File: config.mk
export PLATFORM = sky130hd
export DESIGN_NAME = qdiv_top
export DESIGN_NICKNAME = d
export VERILOG_FILES = /design/src/rtl/qdiv_pkg.sv /design/src/rtl/qdiv_ctrl.sv /design/src/rtl/qdiv_datapath.sv /design/src/rtl/qdiv_top.sv
export SDC_FILE = /design/constraint.sdc
export NUM_CORES = 1
export LEC_CHECK = 0
export BUFFER_PORTS_ARGS = -buffer_cell sky130_fd_sc_hd__buf_4
export CAP_MARGIN = 20
export CORE_ASPECT_RATIO = 1.5
export CORE_MARGIN = 2
export CORE_UTILIZATION = 35
export CTS_CLUSTER_SIZE = 14
export DETAILED_ROUTE_END_ITERATION = 10
export MAX_ROUTING_LAYER = met4
export PLACE_DENSITY = 0.57
export SLEW_MARGIN = 40
export SYNTH_ARGS = -nofsm -noshare
export SYNTH_HDL_FRONTEND = slang
export SYNTH_HIERARCHICAL = 1
export SYNTH_SLANG_ARGS = --single-unit
File: constraint.sdc
create_clock -name clk -period 5.53 [get_ports clk]
set_clock_uncertainty 0.2 [all_clocks]
set_input_delay 0.2765 -clock clk [delete_from_list [all_inputs] [get_ports clk]]
set_output_delay 0.2765 -clock clk [all_outputs]
set_load 0.005 [all_outputs]
File: src/rtl/qdiv_pkg.sv
package qdiv_pkg;

  typedef struct packed {
    logic load;     // capture operands, begin iteration
    logic step;     // one restoring iteration
    logic finish;   // last iteration: apply sign, publish
    logic zeroFin;  // divisor was zero: publish limit value
  } divStrobes_t;

  typedef enum logic {
    ST_IDLE = 1'b0,
    ST_RUN  = 1'b1
  } divState_e;

endpackage

File: src/rtl/qdiv_ctrl.sv
module qdiv_ctrl
  import qdiv_pkg::*;
#(
  parameter int W = 8
) (
  input  logic        clk,
  input  logic        rstN,
  input  logic        start,
  input  logic        divisorIsZero,
  output divStrobes_t strb,
  output logic        busy,
  output logic        done
);

  localparam int QW = 2 * W;
  localparam int CW = $clog2(QW);
  localparam logic [CW-1:0] LAST = CW'(QW - 1);

  divState_e stateQ;
  logic [CW-1:0] cntQ;
  logic doneQ;

  always_comb begin
    strb = '0;
    if (stateQ == ST_IDLE && start) begin
      if (divisorIsZero) strb.zeroFin = 1'b1;
      else               strb.load    = 1'b1;
    end
    if (stateQ == ST_RUN) begin
      strb.step = 1'b1;
      if (cntQ == LAST) strb.finish = 1'b1;
    end
  end

  always_ff @(posedge clk or negedge rstN) begin
    if (!rstN) begin
      stateQ <= ST_IDLE;
      cntQ   <= '0;
      doneQ  <= 1'b0;
    end else begin
      doneQ <= strb.finish | strb.zeroFin;
      if (strb.load) begin
        stateQ <= ST_RUN;
        cntQ   <= '0;
      end else if (strb.step) begin
        cntQ <= cntQ + 1'b1;
        if (strb.finish) stateQ <= ST_IDLE;
      end
    end
  end

  assign busy = (stateQ == ST_RUN);
  assign done = doneQ;

  // result strobe lasts a single cycle
  p_done_pulse_r6: assert property (@(posedge clk) disable iff (!rstN)
    done |=> !done);

  // completion and activity never overlap
  p_busy_done_excl_r7: assert property (@(posedge clk) disable iff (!rstN)
    !(busy && done));

  // activity only begins from a request
  p_busy_from_start_r7: assert property (@(posedge clk) disable iff (!rstN)
    $rose(busy) |-> $past(start));

endmodule

File: src/rtl/qdiv_datapath.sv
module qdiv_datapath
  import qdiv_pkg::*;
#(
  parameter int W         = 8,
  parameter int FRAC_BITS = 3
) (
  input  logic         clk,
  input  logic         rstN,
  input  divStrobes_t  strb,
  input  logic [W-1:0] dividend,
  input  logic [W-1:0] divisor,
  output logic         divisorIsZero,
  output logic [W-1:0] quotient,
  output logic         divZero
);

  localparam int QW = 2 * W;
  localparam logic [W-1:0] MAXPOS = {1'b0, {(W-1){1'b1}}};
  localparam logic [W-1:0] MINNEG = {1'b1, {(W-1){1'b0}}};

  // Operand preparation: widen, scale, bias
  logic signed [QW-1:0] dividendWide;
  logic signed [QW-1:0] divisorWide;
  logic signed [QW-1:0] numer;
  logic [QW-1:0] numMag;
  logic [W-1:0]  dMag;
  logic          numNeg;

  always_comb begin
    dividendWide = {{W{dividend[W-1]}}, dividend};
    divisorWide  = {{W{divisor[W-1]}}, divisor};
    numer        = (dividendWide <<< FRAC_BITS) + (divisorWide >>> 1);
    numNeg       = numer[QW-1];
    numMag       = numNeg ? -numer : numer;
    dMag         = divisor[W-1] ? -divisor : divisor;
  end

  assign divisorIsZero = (divisor == '0);

  // Iteration registers
  logic [QW-1:0] numQ;
  logic [W:0]    remQ;
  logic [W-1:0]  divMagQ;
  logic          negQ;
  logic [W-1:0]  quoQ;
  logic          zeroQ;

  logic [W:0]    trial;
  logic          geq;
  logic [W:0]    remNext;
  logic [QW-1:0] numNext;
  logic [QW-1:0] signedQ;

  always_comb begin
    trial   = {remQ[W-1:0], numQ[QW-1]};
    geq     = (trial >= {1'b0, divMagQ});
    remNext = geq ? (trial - {1'b0, divMagQ}) : trial;
    numNext = {numQ[QW-2:0], geq};
    signedQ = negQ ? -numNext : numNext;
  end

  always_ff @(posedge clk or negedge rstN) begin
    if (!rstN) begin
      numQ    <= '0;
      remQ    <= '0;
      divMagQ <= '0;
      negQ    <= 1'b0;
      quoQ    <= '0;
      zeroQ   <= 1'b0;
    end else begin
      if (strb.load) begin
        numQ    <= numMag;
        remQ    <= '0;
        divMagQ <= dMag;
        negQ    <= numNeg ^ divisor[W-1];
        zeroQ   <= 1'b0;
      end else if (strb.step) begin
        numQ <= numNext;
        remQ <= remNext;
      end
      if (strb.finish) quoQ <= signedQ[W-1:0];
      if (strb.zeroFin) begin
        quoQ  <= dividend[W-1] ? MINNEG : MAXPOS;
        zeroQ <= 1'b1;
      end
    end
  end

  assign quotient = quoQ;
  assign divZero  = zeroQ;

  // partial remainder always below the divisor magnitude
  p_rem_bound_r2: assert property (@(posedge clk) disable iff (!rstN)
    strb.step |-> (remQ < {1'b0, divMagQ}));

  // captured divisor frozen during the loop
  p_divisor_frozen_r7: assert property (@(posedge clk) disable iff (!rstN)
    (strb.step && $past(strb.step)) |-> $stable(divMagQ));

  // zero divisor with non-negative dividend gives the positive limit
  p_zero_pos_r5: assert property (@(posedge clk) disable iff (!rstN)
    (strb.zeroFin && !dividend[W-1]) |=> (quotient == MAXPOS && divZero));

  // zero divisor with negative dividend gives the negative limit
  p_zero_neg_r5: assert property (@(posedge clk) disable iff (!rstN)
    (strb.zeroFin && dividend[W-1]) |=> (quotient == MINNEG && divZero));

endmodule

File: src/rtl/qdiv_top.sv
module qdiv_top
  import qdiv_pkg::*;
#(
  parameter int W         = 8,
  parameter int FRAC_BITS = 3
) (
  input  logic         clk,
  input  logic         rstN,
  input  logic         start,
  input  logic [W-1:0] dividend,
  input  logic [W-1:0] divisor,
  output logic         busy,
  output logic         done,
  output logic [W-1:0] quotient,
  output logic         divZero
);

  divStrobes_t strb;
  logic divisorIsZero;

  qdiv_ctrl #(.W(W)) u_ctrl (
    .clk           (clk),
    .rstN          (rstN),
    .start         (start),
    .divisorIsZero (divisorIsZero),
    .strb          (strb),
    .busy          (busy),
    .done          (done)
  );

  qdiv_datapath #(.W(W), .FRAC_BITS(FRAC_BITS)) u_datapath (
    .clk           (clk),
    .rstN          (rstN),
    .strb          (strb),
    .dividend      (dividend),
    .divisor       (divisor),
    .divisorIsZero (divisorIsZero),
    .quotient      (quotient),
    .divZero       (divZero)
  );

endmodule

==> metrics.cfg <==
[status]
status = complete, no violations

[cts]
tritoncts = yes
cts_setup_buffers = 0
cts_root_buf = clkbuf_16
cts_buffers = 5
cts_buffer_depth = 2
cts_hold_buf = 1
htree_num_levels = 2
clk_pin_slew_ns = 0.06
post_cts_resized = 0
insertion_delay_ns = 0.28
cts.sink_count = 48

[critical_path]
crit_family = compound AO/OA/AOI/OAI gates
arrival_ns = 3.03
cp.required_ns = 5.47
path_buf_inv = 2
r2r-start = u_datapath/remQ[5]$_DFFE_PN0P_
worst-setup-path-type = flip-flop to flip-flop
critPathLaunchType = flip-flop
crit_path_max_fanout = 12
startpoint = u_datapath/remQ[5]$_DFFE_PN0P_
cpPeakStageDelay_ns = 0.42
end_kind = flip-flop
critPathSlowestCell = ha_1
crit_chain = ha_1, a21o_1, a211oi_2, o21ai_2, inv_2, ha_1, inv_1, nor3_1, or3_1, nand3_1, o21ai_0, o21ai_0

[route]
first_pass_iters = 4
via_per_inst = 5.301
routed_wl_mm = 7.590
postRouteAntennaNets = 0
drtIter0Drc = 136
avgRoutedWirePerCell_um = 14.29
num_vias = 2815
drc = 0

[grt]
grt-ovfl-total = 0
antenna_found_initial = 0
grt_max_degree = 55
grt_util_all_layers = 0.1541
grt_pass1_wl_mm = 13.23
first_global_vias = 2822

[die]
fp.dieW_um = 85.13
io_pins = 30
fp.coreArea_um2 = 9634
rows = 44
dieArea_um2 = 10700
initial_utilization = 0.3587
die_h_um = 125.7

[timing]
timing.fmax_mhz = 324.5
holdWs_ns = 0.04389
final.setup.worst_slack_ns = 2.448
min_period_over_period = 0.5573
tns_ns = 0
rsz0062_at_grt = false
final_max_slew_viol_count = 0
min_period_ns = 3.082
worst_pin_slew_ns = 0.6651
setup_viol = 0
slew-limit-headroom = 0.5561
hold_violations = 0

[pwr]
leakage_nw = 1.738
powerDensity_nw_per_um2 = 545.2
vdd_drop_max_uv = 378.5

[job]
max-cap-violations = 0

[logic_synthesis]
synth_area_leader_cell = dfrtp_1
synthFlopType = dfrtp_1
synth_cell_type_count = 60
yosys-mux-area-fraction = 0.03512
syn_area_per_cell_um2 = 8.749
synthTopCellsByArea = dfrtp_1 (35%), ha_1 (7.2%), nand2_1 (4.2%)
synth_warnings = 6
synth_compound_area_frac = 0.2122
netlist_instances = 395
ys_seq_elements = 48
synth_edf_count = 0
synth_top_family_by_area = compound AO/OA/AOI/OAI gates
synth_area_um2 = 3456
synthArstFlopShare = 1.000
synth.net_count = 436
yosys.area_share.simple = 0.2053
synth_fa_ha_area_frac = 0.08400
yosysSeqAreaShare = 0.3476
synth_top_cell_area_share = 0.3476
synth-xor-area-share = 0.05829

[min_path]
worstHoldStart = divisor[0]
min_path_type = input port to flip-flop

[place]
dp_hpwl_mm = 5.668
pre_cts_ws_ns = 2.296
port_buffers = 29
dp_cells = 523
gp_congestion = 0.8175

[layout]
final_cell_mix = dfrtp_1 (48), nand2_1 (39), nor2_1 (37)
fin_util = 0.4016
fillers = 975
fin_nets = 457
fin_cells = 531
antenna_cells = 0
final_common_cell = dfrtp_1
drive_above_1_share = 0.1202
syn_to_final_growth_pct = 11.95

==> final timing paths <==
check	endpoint	slack (ns)	cells after the start
setup / recovery	u_datapath/quotient[4]$_DFFE_PN0P_	2.45	12
hold / removal	u_datapath/divMagQ[0]$_DFFE_PN0P_	0.04	2
setup reg to reg	u_datapath/quotient[4]$_DFFE_PN0P_	2.45	12
hold reg to reg	u_ctrl/cntQ[0]$_DFFE_PN0P_	0.31	1
max in group asynchronous	u_datapath/numQ[7]$_DFFE_PN0P_	4.35	2
min in group asynchronous	u_datapath/numQ[14]$_DFFE_PN0P_	0.35	2
==> per-layer routing <==
| metal | vias to the layer above | GRT usage | part of all wire |
|---|---|---|---|
| li1 | 1442 | - | - |
| met1 | 1321 | 0.1875 | 0.45 |
| met2 | 46 | 0.2661 | 0.51 |
| met3 | 6 | 0.01835 | 0.030 |
| met4 | 0 | 0.04482 | 0.014 |
| met5 | - | - | 0 |
==> worst reg2reg max path, stage by stage (launching register included) <==
cell and delay, ns:
dfrtp_1 0.39, ha_1 0.42, a21o_1 0.23, a211oi_2 0.40
o21ai_2 0.22, inv_2 0.26, ha_1 0.23, inv_1 0.06
nor3_1 0.16, or3_1 0.13, nand3_1 0.06, o21ai_0 0.07
o21ai_0 0.09
==> stage by stage <==
stage,instance area [um^2],power (mW)
global placement,3724,1.811
detailed placement,3724,1.827
floorplan,3456,1.560
CTS,3867,2.134
global route,3869,2.315
finish,3869,2.109
==> logic make-up (layout without fill, tap and decap cells) <==
| kind of cell | count (synthesis) | in the layout |
|---|---|---|
| fa+ha+maj | 22 | 22 |
| xor+xnor | 23 | 23 |
| simple gates | 141 | 141 |
| buf+inv | 42 | 63 |
| flops | 48 | 48 |
| compound gates | 107 | 107 |
| mux | 12 | 12 |
==> synth_stat cells (2+ instances only) <==
library cell   n
dfrtp_1       48
nand2_1       39
nor2_1        37
a21oi_1       26
inv_1         22
ha_1          20
nor2b_1       14
o21ai_1       14
xor2_1        14
o21ai_0       13
mux2i_1       11
a211oi_1      10
clkbuf_1      10
xnor2_1        9
nand2b_1       8
nand3_1        8
a311oi_1       7
or3_1          7
nor3_1         6
a21o_1         5
nand4_1        4
o211ai_1       4
a21boi_0       3
a21boi_1       3
and3_1         3
buf_6          3
o2111ai_1      3
a211o_1        2
buf_4          2
fa_1           2
inv_2          2
nand4b_1       2
nor3b_1        2
o21a_1         2
o21bai_1       2
o41ai_2        2
or2_1          2
or4_1          2
==> area by class of cell <==
| cell class | instances | area (um^2) | share of cell area |
|---|---|---|---|
| clock buffers | 6 | 128.9 | 0.03331 |
| inverters | 24 | 91.34 | 0.02361 |
| clock inverters | 1 | 5.005 | 0.001294 |
| flip-flops and latches | 48 | 1201 | 0.3105 |
| multi-input cells | 305 | 2056 | 0.5314 |
| repair buffers | 32 | 242.7 | 0.06274 |
| well taps | 115 | 143.9 | 0.03719 |
==> power by group <==
group	leakage, nW	internal, mW	total [mW]	switching (mW)
sequential	0.566	0.526	0.657	0.131
clock	0.0667	0.165	0.289	0.124
combinational	1.11	0.524	1.16	0.639
total	1.74	1.21	2.11	0.895
==> sequential cells by signal (all words and copies together), names as in the netlist <==
signal / count
u_datapath/numQ: 16
u_datapath/divMagQ: 8
u_datapath/quotient: 8
u_datapath/remQ: 8
u_ctrl/cntQ: 4
u_ctrl/busy: 1
u_ctrl/done: 1
u_datapath/divZero: 1
u_datapath/negQ: 1
Power figures use the tool's default switching activity.
